<file path="config.mk">
export PLATFORM = sky130hd
export DESIGN_NAME = tmr_free_run
export DESIGN_NICKNAME = d
export VERILOG_FILES = /design/src/rtl/tmr_pkg.sv /design/src/rtl/tmr_tick_gen.sv /design/src/rtl/tmr_count_core.sv /design/src/rtl/tmr_bus_regs.sv /design/src/rtl/tmr_free_run.sv
export SDC_FILE = /design/constraint.sdc
export NUM_CORES = 1
export LEC_CHECK = 0
export ABC_AREA = 1
export BUFFER_PORTS_ARGS = -buffer_cell sky130_fd_sc_hd__buf_2
export CAP_MARGIN = 30
export CORE_MARGIN = 8
export CORE_UTILIZATION = 55
export DETAILED_ROUTE_END_ITERATION = 8
export PLACE_DENSITY = 0.84
export SETUP_SLACK_MARGIN = 0.02
export SYNTH_ARGS = -nofsm -noshare
export SYNTH_HDL_FRONTEND = slang
export SYNTH_SLANG_ARGS = --single-unit
</file>
<file path="constraint.sdc">
create_clock -name clk -period 1.7 [get_ports clk]
set_clock_uncertainty 0.15 [all_clocks]
set_input_delay 0.34 -clock clk [delete_from_list [all_inputs] [get_ports clk]]
set_output_delay 0.34 -clock clk [all_outputs]
set_load 0.05 [all_outputs]
</file>
<file path="src/rtl/tmr_pkg.sv">
// Shared constants for the free-running timer: register addresses,
// count-source encodings and bit positions inside the status and
// control bytes. Assumes a byte of at least 8 bits.
package tmr_pkg;

    typedef enum logic [2:0] {
        RA_MAIN_HI = 3'd0,
        RA_MAIN_LO = 3'd1,
        RA_ALT_HI  = 3'd2,
        RA_ALT_LO  = 3'd3,
        RA_STATUS  = 3'd4,
        RA_CTRL    = 3'd5
    } reg_addr_e;

    typedef enum logic [1:0] {
        CS_DIV2 = 2'd0,
        CS_DIV4 = 2'd1,
        CS_DIV8 = 2'd2,
        CS_EXT  = 2'd3
    } clk_src_e;

    localparam int STAT_OVF_BIT  = 7;
    localparam int CTRL_IE_BIT   = 0;
    localparam int CTRL_SEL_LSB  = 1;
    localparam int CTRL_EDGE_BIT = 3;
    localparam int PRE_STAGES    = 3;

endpackage

</file>
<file path="src/rtl/tmr_tick_gen.sv">
// Count-enable generator. Runs a free binary prescaler, derives the
// divide-by-2/4/8 strobes, resynchronises the external pin (first stage
// on the falling clock edge) and picks one source. Assumes external
// active edges are at least four clocks apart. Halt freezes the
// prescaler and blocks every count event.
module tmr_tick_gen
    import tmr_pkg::*;
#(
    parameter int PRE_W = PRE_STAGES
) (
    input  logic       clk,
    input  logic       rst_n,
    input  logic       halt,
    input  logic [1:0] clk_sel,
    input  logic       edge_rise,
    input  logic       ext_pin,
    output logic       tick
);

    logic [PRE_W-1:0] pre_q;
    logic [PRE_W-1:0] div_tick;
    logic             sync_n_q;
    logic             sync_p_q;
    logic             prev_q;
    logic             ext_evt;
    logic             int_tick;

    // Prescaler: advances every clock unless halted.
    always_ff @(posedge clk) begin
        if (!rst_n)
            pre_q <= '0;
        else if (!halt)
            pre_q <= pre_q + 1'b1;
    end

    // One strobe per power-of-two divisor: all low bits of the prescaler set.
    for (genvar g = 0; g < PRE_W; g++) begin : g_div
        assign div_tick[g] = &pre_q[g:0];
    end

    // First resync stage, clocked on the falling edge.
    always_ff @(negedge clk) begin
        if (!rst_n)
            sync_n_q <= 1'b0;
        else
            sync_n_q <= ext_pin;
    end

    // Second resync stage and edge-history register.
    always_ff @(posedge clk) begin
        if (!rst_n) begin
            sync_p_q <= 1'b0;
            prev_q   <= 1'b0;
        end else begin
            sync_p_q <= sync_n_q;
            prev_q   <= sync_p_q;
        end
    end

    // Active-edge detection with polarity select.
    always_comb begin
        if (edge_rise)
            ext_evt = sync_p_q & ~prev_q;
        else
            ext_evt = ~sync_p_q & prev_q;
    end

    // Internal divisor select.
    always_comb begin
        case (clk_src_e'(clk_sel))
            CS_DIV2: int_tick = div_tick[0];
            CS_DIV4: int_tick = div_tick[1];
            CS_DIV8: int_tick = div_tick[2];
            default: int_tick = 1'b0;
        endcase
    end

    // Final count enable.
    always_comb begin
        if (halt)
            tick = 1'b0;
        else if (clk_src_e'(clk_sel) == CS_EXT)
            tick = ext_evt;
        else
            tick = int_tick;
    end

endmodule

</file>
<file path="src/rtl/tmr_count_core.sv">
// Counter and overflow flag. Advances by one on each tick. A wrap sets
// the flag; a status read seen while the flag is set arms the clear,
// and the next main low-byte access clears it. A wrap after arming
// disarms so that the new overflow is kept.
module tmr_count_core #(
    parameter int               CNT_W   = 16,
    parameter logic [CNT_W-1:0] RST_VAL = 16'hFFFC
) (
    input  logic             clk,
    input  logic             rst_n,
    input  logic             tick,
    input  logic             stat_rd,
    input  logic             main_lo_acc,
    output logic [CNT_W-1:0] cnt_q,
    output logic             ovf_q
);

    logic armed_q;
    logic wrap;

    assign wrap = tick & (&cnt_q);

    // Up-counter.
    always_ff @(posedge clk) begin
        if (!rst_n)
            cnt_q <= RST_VAL;
        else if (tick)
            cnt_q <= cnt_q + 1'b1;
    end

    // Overflow flag: set on wrap, cleared by an armed main low-byte access.
    always_ff @(posedge clk) begin
        if (!rst_n)
            ovf_q <= 1'b0;
        else if (wrap)
            ovf_q <= 1'b1;
        else if (armed_q && main_lo_acc)
            ovf_q <= 1'b0;
    end

    // Clear arming: set by a status read of a set flag, dropped by a wrap or the clear.
    always_ff @(posedge clk) begin
        if (!rst_n)
            armed_q <= 1'b0;
        else if (wrap)
            armed_q <= 1'b0;
        else if (stat_rd && ovf_q)
            armed_q <= 1'b1;
        else if (main_lo_acc)
            armed_q <= 1'b0;
    end

endmodule

</file>
<file path="src/rtl/tmr_bus_regs.sv">
// Byte register window: read mux, control byte, and the shared low-byte
// snapshot that makes high-then-low reads coherent on either pair.
// Produces the status-read and main-low-access strobes for the flag
// handshake. Assumes one access per strobe cycle.
module tmr_bus_regs
    import tmr_pkg::*;
#(
    parameter int BYTE_W = 8,
    parameter int CNT_W  = 2 * BYTE_W
) (
    input  logic              clk,
    input  logic              rst_n,
    input  logic [2:0]        addr,
    input  logic              rd_en,
    input  logic              wr_en,
    input  logic [BYTE_W-1:0] wr_data,
    input  logic [CNT_W-1:0]  cnt,
    input  logic              ovf,
    output logic [BYTE_W-1:0] rd_data,
    output logic              ovf_ie,
    output logic [1:0]        clk_sel,
    output logic              edge_rise,
    output logic              stat_rd,
    output logic              main_lo_acc
);

    logic [BYTE_W-1:0] ctrl_q;
    logic [BYTE_W-1:0] lo_buf_q;
    logic              held_q;
    logic              hi_rd;
    logic              lo_rd;
    logic [BYTE_W-1:0] stat_byte;
    logic [BYTE_W-1:0] lo_view;

    assign hi_rd       = rd_en && (addr == RA_MAIN_HI || addr == RA_ALT_HI);
    assign lo_rd       = rd_en && (addr == RA_MAIN_LO || addr == RA_ALT_LO);
    assign stat_rd     = rd_en && (addr == RA_STATUS);
    assign main_lo_acc = (rd_en || wr_en) && (addr == RA_MAIN_LO);

    assign ovf_ie    = ctrl_q[CTRL_IE_BIT];
    assign clk_sel   = ctrl_q[CTRL_SEL_LSB +: 2];
    assign edge_rise = ctrl_q[CTRL_EDGE_BIT];

    // Control byte write.
    always_ff @(posedge clk) begin
        if (!rst_n)
            ctrl_q <= '0;
        else if (wr_en && addr == RA_CTRL)
            ctrl_q <= wr_data;
    end

    // Low-byte snapshot: taken on the first high read, released by a low read.
    always_ff @(posedge clk) begin
        if (!rst_n) begin
            lo_buf_q <= '0;
            held_q   <= 1'b0;
        end else if (lo_rd) begin
            held_q <= 1'b0;
        end else if (hi_rd && !held_q) begin
            lo_buf_q <= cnt[BYTE_W-1:0];
            held_q   <= 1'b1;
        end
    end

    // Status byte assembly.
    always_comb begin
        stat_byte               = '0;
        stat_byte[STAT_OVF_BIT] = ovf;
    end

    assign lo_view = held_q ? lo_buf_q : cnt[BYTE_W-1:0];

    // Read data mux.
    always_comb begin
        case (reg_addr_e'(addr))
            RA_MAIN_HI, RA_ALT_HI: rd_data = cnt[CNT_W-1:BYTE_W];
            RA_MAIN_LO, RA_ALT_LO: rd_data = lo_view;
            RA_STATUS:             rd_data = stat_byte;
            RA_CTRL:               rd_data = ctrl_q;
            default:               rd_data = '0;
        endcase
    end

endmodule

</file>
<file path="src/rtl/tmr_free_run.sv">
// Top of the free-running timer: ties the count-enable generator, the
// counter with its overflow handshake and the byte register window
// together, and gates the interrupt request.
module tmr_free_run #(
    parameter int                 BYTE_W  = 8,
    parameter logic [2*BYTE_W-1:0] RST_VAL = 16'hFFFC
) (
    input  logic              clk,
    input  logic              rst_n,
    input  logic [2:0]        bus_addr,
    input  logic              bus_rd,
    input  logic              bus_wr,
    input  logic [BYTE_W-1:0] bus_wdata,
    output logic [BYTE_W-1:0] bus_rdata,
    input  logic              ext_clk_in,
    input  logic              halt_in,
    input  logic              cpu_imask,
    output logic              ovf_irq
);

    localparam int CNT_W = 2 * BYTE_W;

    logic [CNT_W-1:0] cnt_q;
    logic             ovf_q;
    logic             tick;
    logic             ovf_ie;
    logic [1:0]       clk_sel;
    logic             edge_rise;
    logic             stat_rd;
    logic             main_lo_acc;

    tmr_tick_gen u_tick (
        .clk       (clk),
        .rst_n     (rst_n),
        .halt      (halt_in),
        .clk_sel   (clk_sel),
        .edge_rise (edge_rise),
        .ext_pin   (ext_clk_in),
        .tick      (tick)
    );

    tmr_count_core #(
        .CNT_W   (CNT_W),
        .RST_VAL (RST_VAL)
    ) u_core (
        .clk         (clk),
        .rst_n       (rst_n),
        .tick        (tick),
        .stat_rd     (stat_rd),
        .main_lo_acc (main_lo_acc),
        .cnt_q       (cnt_q),
        .ovf_q       (ovf_q)
    );

    tmr_bus_regs #(
        .BYTE_W (BYTE_W),
        .CNT_W  (CNT_W)
    ) u_regs (
        .clk         (clk),
        .rst_n       (rst_n),
        .addr        (bus_addr),
        .rd_en       (bus_rd),
        .wr_en       (bus_wr),
        .wr_data     (bus_wdata),
        .cnt         (cnt_q),
        .ovf         (ovf_q),
        .rd_data     (bus_rdata),
        .ovf_ie      (ovf_ie),
        .clk_sel     (clk_sel),
        .edge_rise   (edge_rise),
        .stat_rd     (stat_rd),
        .main_lo_acc (main_lo_acc)
    );

    // Interrupt request: flag gated by enable and the global mask.
    assign ovf_irq = ovf_q & ovf_ie & ~cpu_imask;

endmodule

</file>
==> key figures, run 1 <==
STA
  • Final Hold Viols: 0
  • Final setup vio count: 8
  • Slew Viols, Final: 0
  • RSZ-0062 raised after global routing: true
  • Worst-Margin Slew: 0.358 ns
  • Final cycle utilization of the critical path: 107%
  • Slew HR: 76.1%
  • FMAX: 0.549 GHz
  • Crit path time final: 1.82 ns
  • Final worst slack: -0.123 ns

Placement
  • Hpwl dp: 3840 um
  • Placed Instances: 398
  • Port bufs: 26
  • Gpl congestion: 0.902
  • Pre-CTS WS: -0.270 ns

Synthesis
  • #FFs+latches synth: 41
  • Area of the mapped netlist: 2150 sq um
  • Count of cell types in the netlist: 25
  • Yosys warns: 0
  • Async SR Flop Fraction: 0%
  • Syn_nets: 341
  • Ys flop type: dfxtp_1
  • Seq/Total Area, Yosys: 38.3%
  • Cells after Synth: 320
  • Number of flops mapped to enable cells by yosys: 0
  • Syn Area/Cell: 6.71 sq um

Layout
  • Final core occ: 75.4%
  • Layout Cells excl Fill: 413
  • Nets: 385
  • Share of layout cells above drive strength 1: 29.0%
  • Layout area overhead: 30.5%
  • Most frequent cells in the layout: nand2_1 (57), inv_1 (43), dfxtp_1 (36)
  • Most common cell after layout, fill and taps aside: nand2_1
  • Diode count: 0

Drt
  • Vias: 2319
  • WL final: 6200 um
  • DR WL/cell: 15.0 um
  • Drt via density: 5.62
  • DR iter-0 viols: 265
  • Routed Antenna Nets: 0
  • Remaining DRCs: 0
  • Iteration count of the initial detailed-routing pass: 5

Clock tree
  • # hold bufs at CTS: 0
  • Max clock buf depth: 2
  • Inserted Clock Buffers: 5
  • CTS H-tree depth: 2
  • Worst-skew pair later-pin latency: 0.35 ns
  • Clock sinks: 41
  • Worst-path clk slew: 0.09 ns
  • CTS tree: built
  • Clock root cell: clkbuf_8

Power and ir drop
  • Pwr dens: 755 nW/um^2
  • Sw Pwr: 0.663 mW
  • Sequential power share: 48.4%
  • Peak supply drop: 0.780 mV
  • Leak pwr: 1.41 nW
  • Clock power share: 30.8%
  • Logic pwr share: 20.8%
  • Total internal power: 1.45 mW
  • Switching power share of the total: 31.3%

Critical path
  • Worst Setup End Kind: primary output
  • Startpoint type of the worst setup path: flop
  • CP arrival: 1.33 ns
  • Worst stage delay on the critical path: 0.37 ns
  • CP required: 1.21 ns
  • Crit Path Class: reg2out
  • Crit path cell chain: buf_6, a21oi_2, o21ai_1, o211ai_1, buf_4
  • CP max-delay cell: dfxtp_4
  • Critical-path maximum fanout: 6

Floorplanning
  • DIE WIDTH: 78.5 um
  • Initial core utilization: 57.7%
  • # rows: 22
  • Core area: 3720 sq um
  • Die Area: 6160 sq um
  • Num ports: 27
  • DIE HEIGHT: 78.5 um

Global route
  • Total grt overflow: 0
  • Pin count of the biggest net entering global routing: 36
  • Global-route wire length before repair: 9570 um
  • Antenna violations before repair: 0
  • Vias in the first global route: 2004
  • GRT Resource Usage Total: 19.1%

Worst hold path
  • Worst min path class: in2reg

Run
  • Max-cap violations: 0

Outcome
  • Failing checks: negative setup slack
  • Outcome: finished with violations
-- cell type report --
| cell class | count | area [sq um] |
|---|---|---|
| clock buffer | 5 | 68.8 |
| clock inverter | 4 | 20.0 |
| fill | 276 | 916 |
| inverter | 48 | 183 |
| multi-input combinational | 221 | 1250 |
| sequential | 41 | 830 |
| tap | 48 | 60.1 |
| timing repair buffer | 46 | 387 |
-- repair_timing --
| item | CTS | global route |
|---|---|---|
| buffers inserted | 0 | 3 |
| resized for setup | 26 | 47 |
| pin swaps | 4 | 10 |
| setup endpoints to repair | 12 | 26 |
| gates cloned | 1 | 3 |
-- per-layer routing --
metal	GRT usage (%)	routed length, um
met1	25.1	2560
met5	0	0
met2	28.9	2950
met3	4.44	485
met4	8.89	203
-- power by group through the flow --
stage                     clock [mW]  combinational, mW  sequential [mW]
after floorplan              0.00736              0.243             1.04
after global placement       0.00736              0.343             1.04
after detailed placement     0.00736              0.349             1.04
after CTS                      0.649              0.375             1.02
after global routing           0.692              0.475             1.03
final                          0.651              0.439             1.02
-- path summary, 6_finish.rpt --
kind | startpoint | to | slack (ns) | cells after the start
setup / recovery | u_regs.held_q$_SDFFE_PP0P_ | bus_rdata[2] | -0.12 | 5
setup reg to reg | u_tick.pre_q[1]$_SDFFE_PN0N_ | u_core.cnt_q[5]$_SDFFE_PN1P_ | 0.02 | 10
hold reg to reg | u_regs.lo_buf_q[6]$_SDFFE_PN0P_ | u_regs.lo_buf_q[6]$_SDFFE_PN0P_ | 0.30 | 2
hold / removal | halt_in | u_tick.pre_q[0]$_SDFFE_PN0N_ | 0.09 | 2
-- Yosys cell counts (2+ instances only) --
cell type	number	area, sq um
o21ai_1	2	10.0
nand3_1	37	185
nor3_1	3	15.0
clkbuf_1	4	15.0
inv_2	2	7.51
dfxtp_1	41	821
nand2_1	66	248
nand4_1	4	25.0
o211ai_1	7	52.6
nand3_2	4	40.0
nor2_1	27	101
buf_2	3	15.0
buf_6	2	22.5
nor2_2	5	31.3
a21oi_1	26	130
nand2_2	2	12.5
ha_1	3	37.5
o21ai_0	29	145
inv_1	47	176
-- critical path: cells and delay by family, from the launching register on --
| kind | cells | cell delay, ns |
|---|---|---|
| DFF | 1 | 0.37 |
| buffers and inverters | 2 | 0.37 |
| AOI/OAI and AO/OA | 3 | 0.29 |
-- flip-flops by register name (all words and copies together) (netlist names), 3 cells and up --
register	flops
u_core.cnt_q	16
u_regs.ctrl_q	8
u_regs.lo_buf_q	8
u_tick.pre_q	3
-- kinds of logic after synthesis --
group                    Yosys count  share of synthesized area (%)
AO/OA/AOI/OAI                     65                           16.2
AND/OR/NAND/NOR                  151                           32.1
flip-flops                        41                           38.3
buffers and inverters             59                           11.4
adder cells (fa/ha/maj)            3                           1.75
XOR/XNOR                           1                          0.408
-- stage by stage --
step	hold slack, ns	setup TNS (ns)	power, mW	area, sq um
after CTS	0.101	-0.774	2.04	2560
after floorplan	0.270	-0.829	1.29	2180
after global routing	0.113	-1.77	2.20	2800
after global placement	0.281	-1.79	1.39	2420
after detailed placement	0.290	-1.93	1.40	2420
final	0.0924	-0.867	2.12	2800
Note: power is estimated with default switching activity, not from simulation.
==> run 2: changes to the inputs <==
--- a/config.mk
+++ b/config.mk
@@ -7,7 +7,7 @@
 export LEC_CHECK = 0
 export ABC_AREA = 1
 export BUFFER_PORTS_ARGS = -buffer_cell sky130_fd_sc_hd__buf_2
-export CAP_MARGIN = 30
+export CAP_MARGIN = 20
 export CORE_MARGIN = 8
 export CORE_UTILIZATION = 55
 export DETAILED_ROUTE_END_ITERATION = 8
==> constraint.sdc (replaced) <==
create_clock -name clk -period 1.9 [get_ports clk]
set_clock_uncertainty 0.15 [all_clocks]
set_input_delay 0.38 -clock clk [delete_from_list [all_inputs] [get_ports clk]]
set_output_delay 0.38 -clock clk [all_outputs]
set_load 0.05 [all_outputs]
==> run 2 against run 1 <==
The flow still finishes with violations (negative setup slack). Flip-flop and latch count stayed put. Total power down 14%. Non-clock buffer count fell by 4. Combinational power decreased by 22%. Setup slack better by 0.12 ns. Cell count fell by 1.2%. Clock-buffer cell count increased by 1. Largest power group unchanged.
==> key figures, run 2 (synthesis gave the netlist of run 1 again) <==
Critical path
  • CP dominant cell by count: buf_4
  • Worst Setup End Kind: primary output
  • CP arrival: 1.37 ns
  • Buffers plus inverters on the worst setup path: 4
  • Critical path's top delay family: buffers and inverters
  • Critical-path maximum fanout: 7
  • CP required: 1.37 ns
  • CP max-delay cell: o211ai_1
  • Startpoint type of the worst setup path: input pin
  • Worst stage delay on the critical path: 0.26 ns
  • Crit Path Class: in2out
  • Crit path cell chain: buf_4, buf_4, nor2_4, inv_4, o211ai_1, buf_4

Power and ir drop
  • Leak pwr: 1.32 nW
  • Peak supply drop: 0.603 mV
  • Pwr dens: 704 nW/um^2

Layout
  • Nets: 380
  • Final core occ: 69.7%
  • Area of the multi-input gates: 1120 sq um
  • Register Area: 827 sq um
  • Filler cell count: 309
  • Biggest register: u_core.cnt_q
  • Layout area overhead: 20.8%
  • Share of layout cells above drive strength 1: 21.9%
  • Final Cell Area: 2590 sq um
  • Most common cell after layout, fill and taps aside: nand2_1
  • Registers with the most flip-flops: u_core.cnt_q (16), u_regs.ctrl_q (8), u_regs.lo_buf_q (8)
  • Diode count: 0
  • Max reg flops: 16
  • Most frequent cells in the layout: nand2_1 (65), inv_1 (42), dfxtp_1 (38)

STA
  • FMAX: 0.525 GHz
  • Final setup vio count: 1
  • Worst-Margin Slew: 0.358 ns
  • Slew Viols, Final: 0
  • RSZ-0062 raised after global routing: true
  • Slew HR: 76.1%
  • Crit path time final: 1.90 ns
  • TNS Setup: -0.00434 ns
  • Final worst slack: -0.00434 ns
  • Final cycle utilization of the critical path: 100%
  • Final Hold Viols: 0

Drt
  • Vias: 2219
  • Remaining DRCs: 0
  • DR iter-0 viols: 251
  • Iteration count of the initial detailed-routing pass: 4
  • Routed Antenna Nets: 0
  • DR WL/cell: 13.8 um
  • Drt via density: 5.44
  • WL final: 5640 um

Placement
  • Hpwl dp: 4050 um
  • Port bufs: 26
  • DP Area: 2400 sq um
  • Gpl congestion: 0.908
  • Pre-CTS WS: -0.150 ns

Global route
  • Global-route wire length before repair: 9270 um
  • Pin count of the biggest net entering global routing: 36
  • Antenna violations before repair: 0
  • GRT Resource Usage Total: 18.4%
  • Vias in the first global route: 2034
  • Total grt overflow: 0

Clock tree
  • Worst-skew pair later-pin latency: 0.35 ns
  • CTS H-tree depth: 2
  • Max clock buf depth: 2
  • Clock root cell: clkbuf_8
  • CTS tree: built
  • Worst-path clk slew: 0.08 ns
  • Inserted Clock Buffers: 5
  • Clock sinks: 41

Floorplanning
  • Initial core utilization: 57.7%
  • Core area: 3720 sq um
  • # rows: 22
  • DIE WIDTH: 78.5 um
  • DIE HEIGHT: 78.5 um
  • Num ports: 27
  • Die Area: 6160 sq um

Run
  • Max-cap violations: 0

Worst hold path
  • Worst min path class: in2reg

Outcome
  • Failing checks: negative setup slack
  • Outcome: finished with violations
==> run 2: timing repair <==
item | CTS | global route
setup endpoints to repair | 8 | 17
endpoints found under the hold margin | 0 | 0
hold buffers | 0 | 0
resized for setup | 18 | 26
pin swaps | 1 | 4
setup buffers | 0 | 3
==> run 2: routing by layer <==
metal	vias to the layer above	global-route usage [%]	wire length, um
li1	1119	-	-
met1	1023	22.7	2460
met2	70	31.3	2800
met3	7	3.64	325
met4	0	5.74	53
met5	-	0	0
==> run 2: final timing paths <==
path                                         from                              end  slack, ns  cells past startpoint
setup / recovery                      bus_addr[2]                     bus_rdata[6]     -0.004                      6
hold / removal                            halt_in     u_tick.pre_q[0]$_SDFFE_PN0N_       0.16                      2
setup reg to reg     u_tick.pre_q[0]$_SDFFE_PN0N_     u_core.cnt_q[6]$_SDFFE_PN1P_       0.19                      9
hold reg to reg   u_regs.lo_buf_q[6]$_SDFFE_PN0P_  u_regs.lo_buf_q[6]$_SDFFE_PN0P_       0.30                      2
==> run 2: area by class of cell <==
class | instances | area share, %
clock buffers | 6 | 2.80
inverters | 48 | 7.34
flip-flops and latches | 41 | 31.9
repair buffers | 42 | 11.7
clock inverters | 3 | 0.531
well taps | 48 | 2.32
multi-input cells | 220 | 43.4
==> run 2: stage by stage <==
step           cells  hold slack, ns  power [mW]
3_3_place_gp     397           0.283        1.24
4_1_cts          405           0.163        1.80
6_report         408           0.165        1.82
2_1_floorplan    320           0.270        1.15
3_5_place_dp     397           0.291        1.25
5_1_grt          408           0.178        1.89
==> run 2: report_power, final <==
group | internal [mW] | switching, mW
Combinational | 0.124 | 0.220
Sequential | 0.890 | 0.0263
Clock | 0.256 | 0.306
==> run 3: changes to the inputs <==
--- a/config.mk
+++ b/config.mk
@@ -9,9 +9,9 @@
 export BUFFER_PORTS_ARGS = -buffer_cell sky130_fd_sc_hd__buf_2
 export CAP_MARGIN = 20
 export CORE_MARGIN = 8
-export CORE_UTILIZATION = 55
+export CORE_UTILIZATION = 35
 export DETAILED_ROUTE_END_ITERATION = 8
-export PLACE_DENSITY = 0.84
+export PLACE_DENSITY = 0.61
 export SETUP_SLACK_MARGIN = 0.02
 export SYNTH_ARGS = -nofsm -noshare
 export SYNTH_HDL_FRONTEND = slang
==> run 3 against run 2 <==
The flow now finishes without violations. Sequential power is essentially flat. Fmax rose by 1.6%. Highest routed layer unchanged. Combinational power is essentially flat. Cell area rose by 2.1%. Via count down 3.7%.
==> key figures, run 3 (synthesis gave the netlist of run 1 again) <==
STA
  • FMAX: 0.534 GHz
  • Final setup vio count: 0
  • Final Hold Viols: 0
  • Hold_ws: 0.164 ns
  • RSZ-0062 raised after global routing: true
  • Final cycle utilization of the critical path: 98.6%
  • Slew Viols, Final: 0
  • Worst-Margin Slew: 0.356 ns
  • Slew HR: 76.2%
  • Crit path time final: 1.87 ns
  • Final worst slack: 0.0261 ns

Run
  • Max-cap violations: 0

Clock tree
  • Max clock buf depth: 2
  • Worst-skew pair later-pin latency: 0.34 ns
  • Inserted Clock Buffers: 5
  • Clock sinks: 41
  • Worst-path clk slew: 0.07 ns
  • CTS tree: built
  • CTS H-tree depth: 2
  • Clock root cell: clkbuf_8

Layout
  • Most frequent cells in the layout: nand2_1 (63), inv_1 (44), nand3_1 (37), dfxtp_1 (37), nor2_1 (25)
  • Max reg flops: 16
  • Final Cell Area: 2650 sq um
  • Diode count: 0
  • Nets: 377
  • Share of layout cells above drive strength 1: 22.7%
  • Registers with the most flip-flops: u_core.cnt_q (16), u_regs.ctrl_q (8), u_regs.lo_buf_q (8)
  • Final core occ: 44.7%
  • Most common cell after layout, fill and taps aside: nand2_1
  • Biggest register: u_core.cnt_q
  • Layout area overhead: 23.3%

Drt
  • WL final: 5610 um
  • DR iter-0 viols: 107
  • Routed Antenna Nets: 0
  • DR WL/cell: 13.0 um
  • Remaining DRCs: 0
  • Drt via density: 4.95
  • Vias: 2138
  • Iteration count of the initial detailed-routing pass: 4

Critical path
  • Startpoint type of the worst setup path: flop
  • R2R cell count: 10
  • Critical-path maximum fanout: 6
  • CP arrival: 1.34 ns
  • Worst Setup End Kind: primary output
  • Reg2reg setup slack: 0.18 ns
  • FF-to-FF Start: u_tick.pre_q[0]$_SDFFE_PN0N_
  • Worst r2r dst: u_core.cnt_q[5]$_SDFFE_PN1P_
  • Crit Path Class: reg2out
  • CP required: 1.37 ns

Placement
  • Pre-CTS WS: -0.106 ns
  • DP Area: 2420 sq um
  • Gpl congestion: 0.810
  • Port bufs: 26
  • Hpwl dp: 4180 um

Global route
  • Pin count of the biggest net entering global routing: 36
  • Antenna violations before repair: 0
  • GRT Resource Usage Total: 13.2%
  • Total grt overflow: 0
  • Vias in the first global route: 2013
  • Global-route wire length before repair: 9400 um

Power and ir drop
  • Final Power: 1.85 mW
  • Pwr dens: 699 nW/um^2
  • Peak supply drop: 0.409 mV
  • Leak pwr: 1.31 nW

Worst hold path
  • Hold path depth: 2
  • Hold Path End: u_tick.pre_q[0]$_SDFFE_PN0N_
  • Hold path start: halt_in
  • Worst min path class: in2reg

Floorplanning
  • DIE HEIGHT: 94.3 um
  • Core area: 5920 sq um
  • DIE WIDTH: 94.3 um
  • Initial core utilization: 36.2%
  • Num ports: 27
  • # rows: 28
  • Die Area: 8890 sq um

Outcome
  • Outcome: finished clean
-- run 3: worst max path at each step --
stage	cells past startpoint	endpoint	start	slack (ns)
floorplan	4	u_tick.sync_n_q$_SDFF_NN0_	rst_n	-0.1
global placement	8	bus_rdata[1]	bus_addr[2]	-0.09
detailed placement	9	bus_rdata[7]	bus_addr[2]	-0.11
CTS	5	bus_rdata[4]	u_regs.held_q$_SDFFE_PP0P_	0.03
global route	5	bus_rdata[3]	u_regs.held_q$_SDFFE_PP0P_	-0.04
finish	5	bus_rdata[3]	u_regs.held_q$_SDFFE_PP0P_	0.03
-- run 3: layout make-up --
cell class / instances / area, sq um
Tap cell: 75 / 93.8
Sequential cell: 41 / 828
Clock buffer: 7 / 86.3
Inverter: 48 / 180
Timing Repair Buffer: 39 / 300
Multi-Input combinational cell: 220 / 1150
Clock inverter: 2 / 7.51
Fill cell: 588 / 3270
-- run 3: what timing repair did --
action,4_1_cts,5_1_grt
setup buffers,0,3
pin swaps,1,7
resized for setup,21,28
hold buffers,0,0
setup endpoints to repair,8,13
-- run 3: per-layer routing --
metal,share of wire [%],GRT usage [%]
met1,45,15.9
met3,4.9,3.36
met5,0,0
met2,49,22.6
met4,1.2,3.96
-- run 3: through the flow --
stage                     setup TNS [ns]  std cells
after global placement            -0.566        422
after global routing             -0.0927        432
after detailed placement          -0.613        422
after floorplan                  -0.0956        320
after CTS                              0        429
final                                  0        432
-- run 3: where the power goes --
part / switching [mW] / total (mW) / internal [mW]
logic: 0.217 / 0.341 / 0.123
registers: 0.0267 / 0.918 / 0.891
clock network: 0.298 / 0.592 / 0.294
-- run 3: critical path, stage by stage, from the launching register on --
cell	delay (ns)
dfxtp_4	0.37
buf_6	0.13
a21oi_2	0.12
o21ai_1	0.10
o211ai_1	0.10
buf_4	0.22
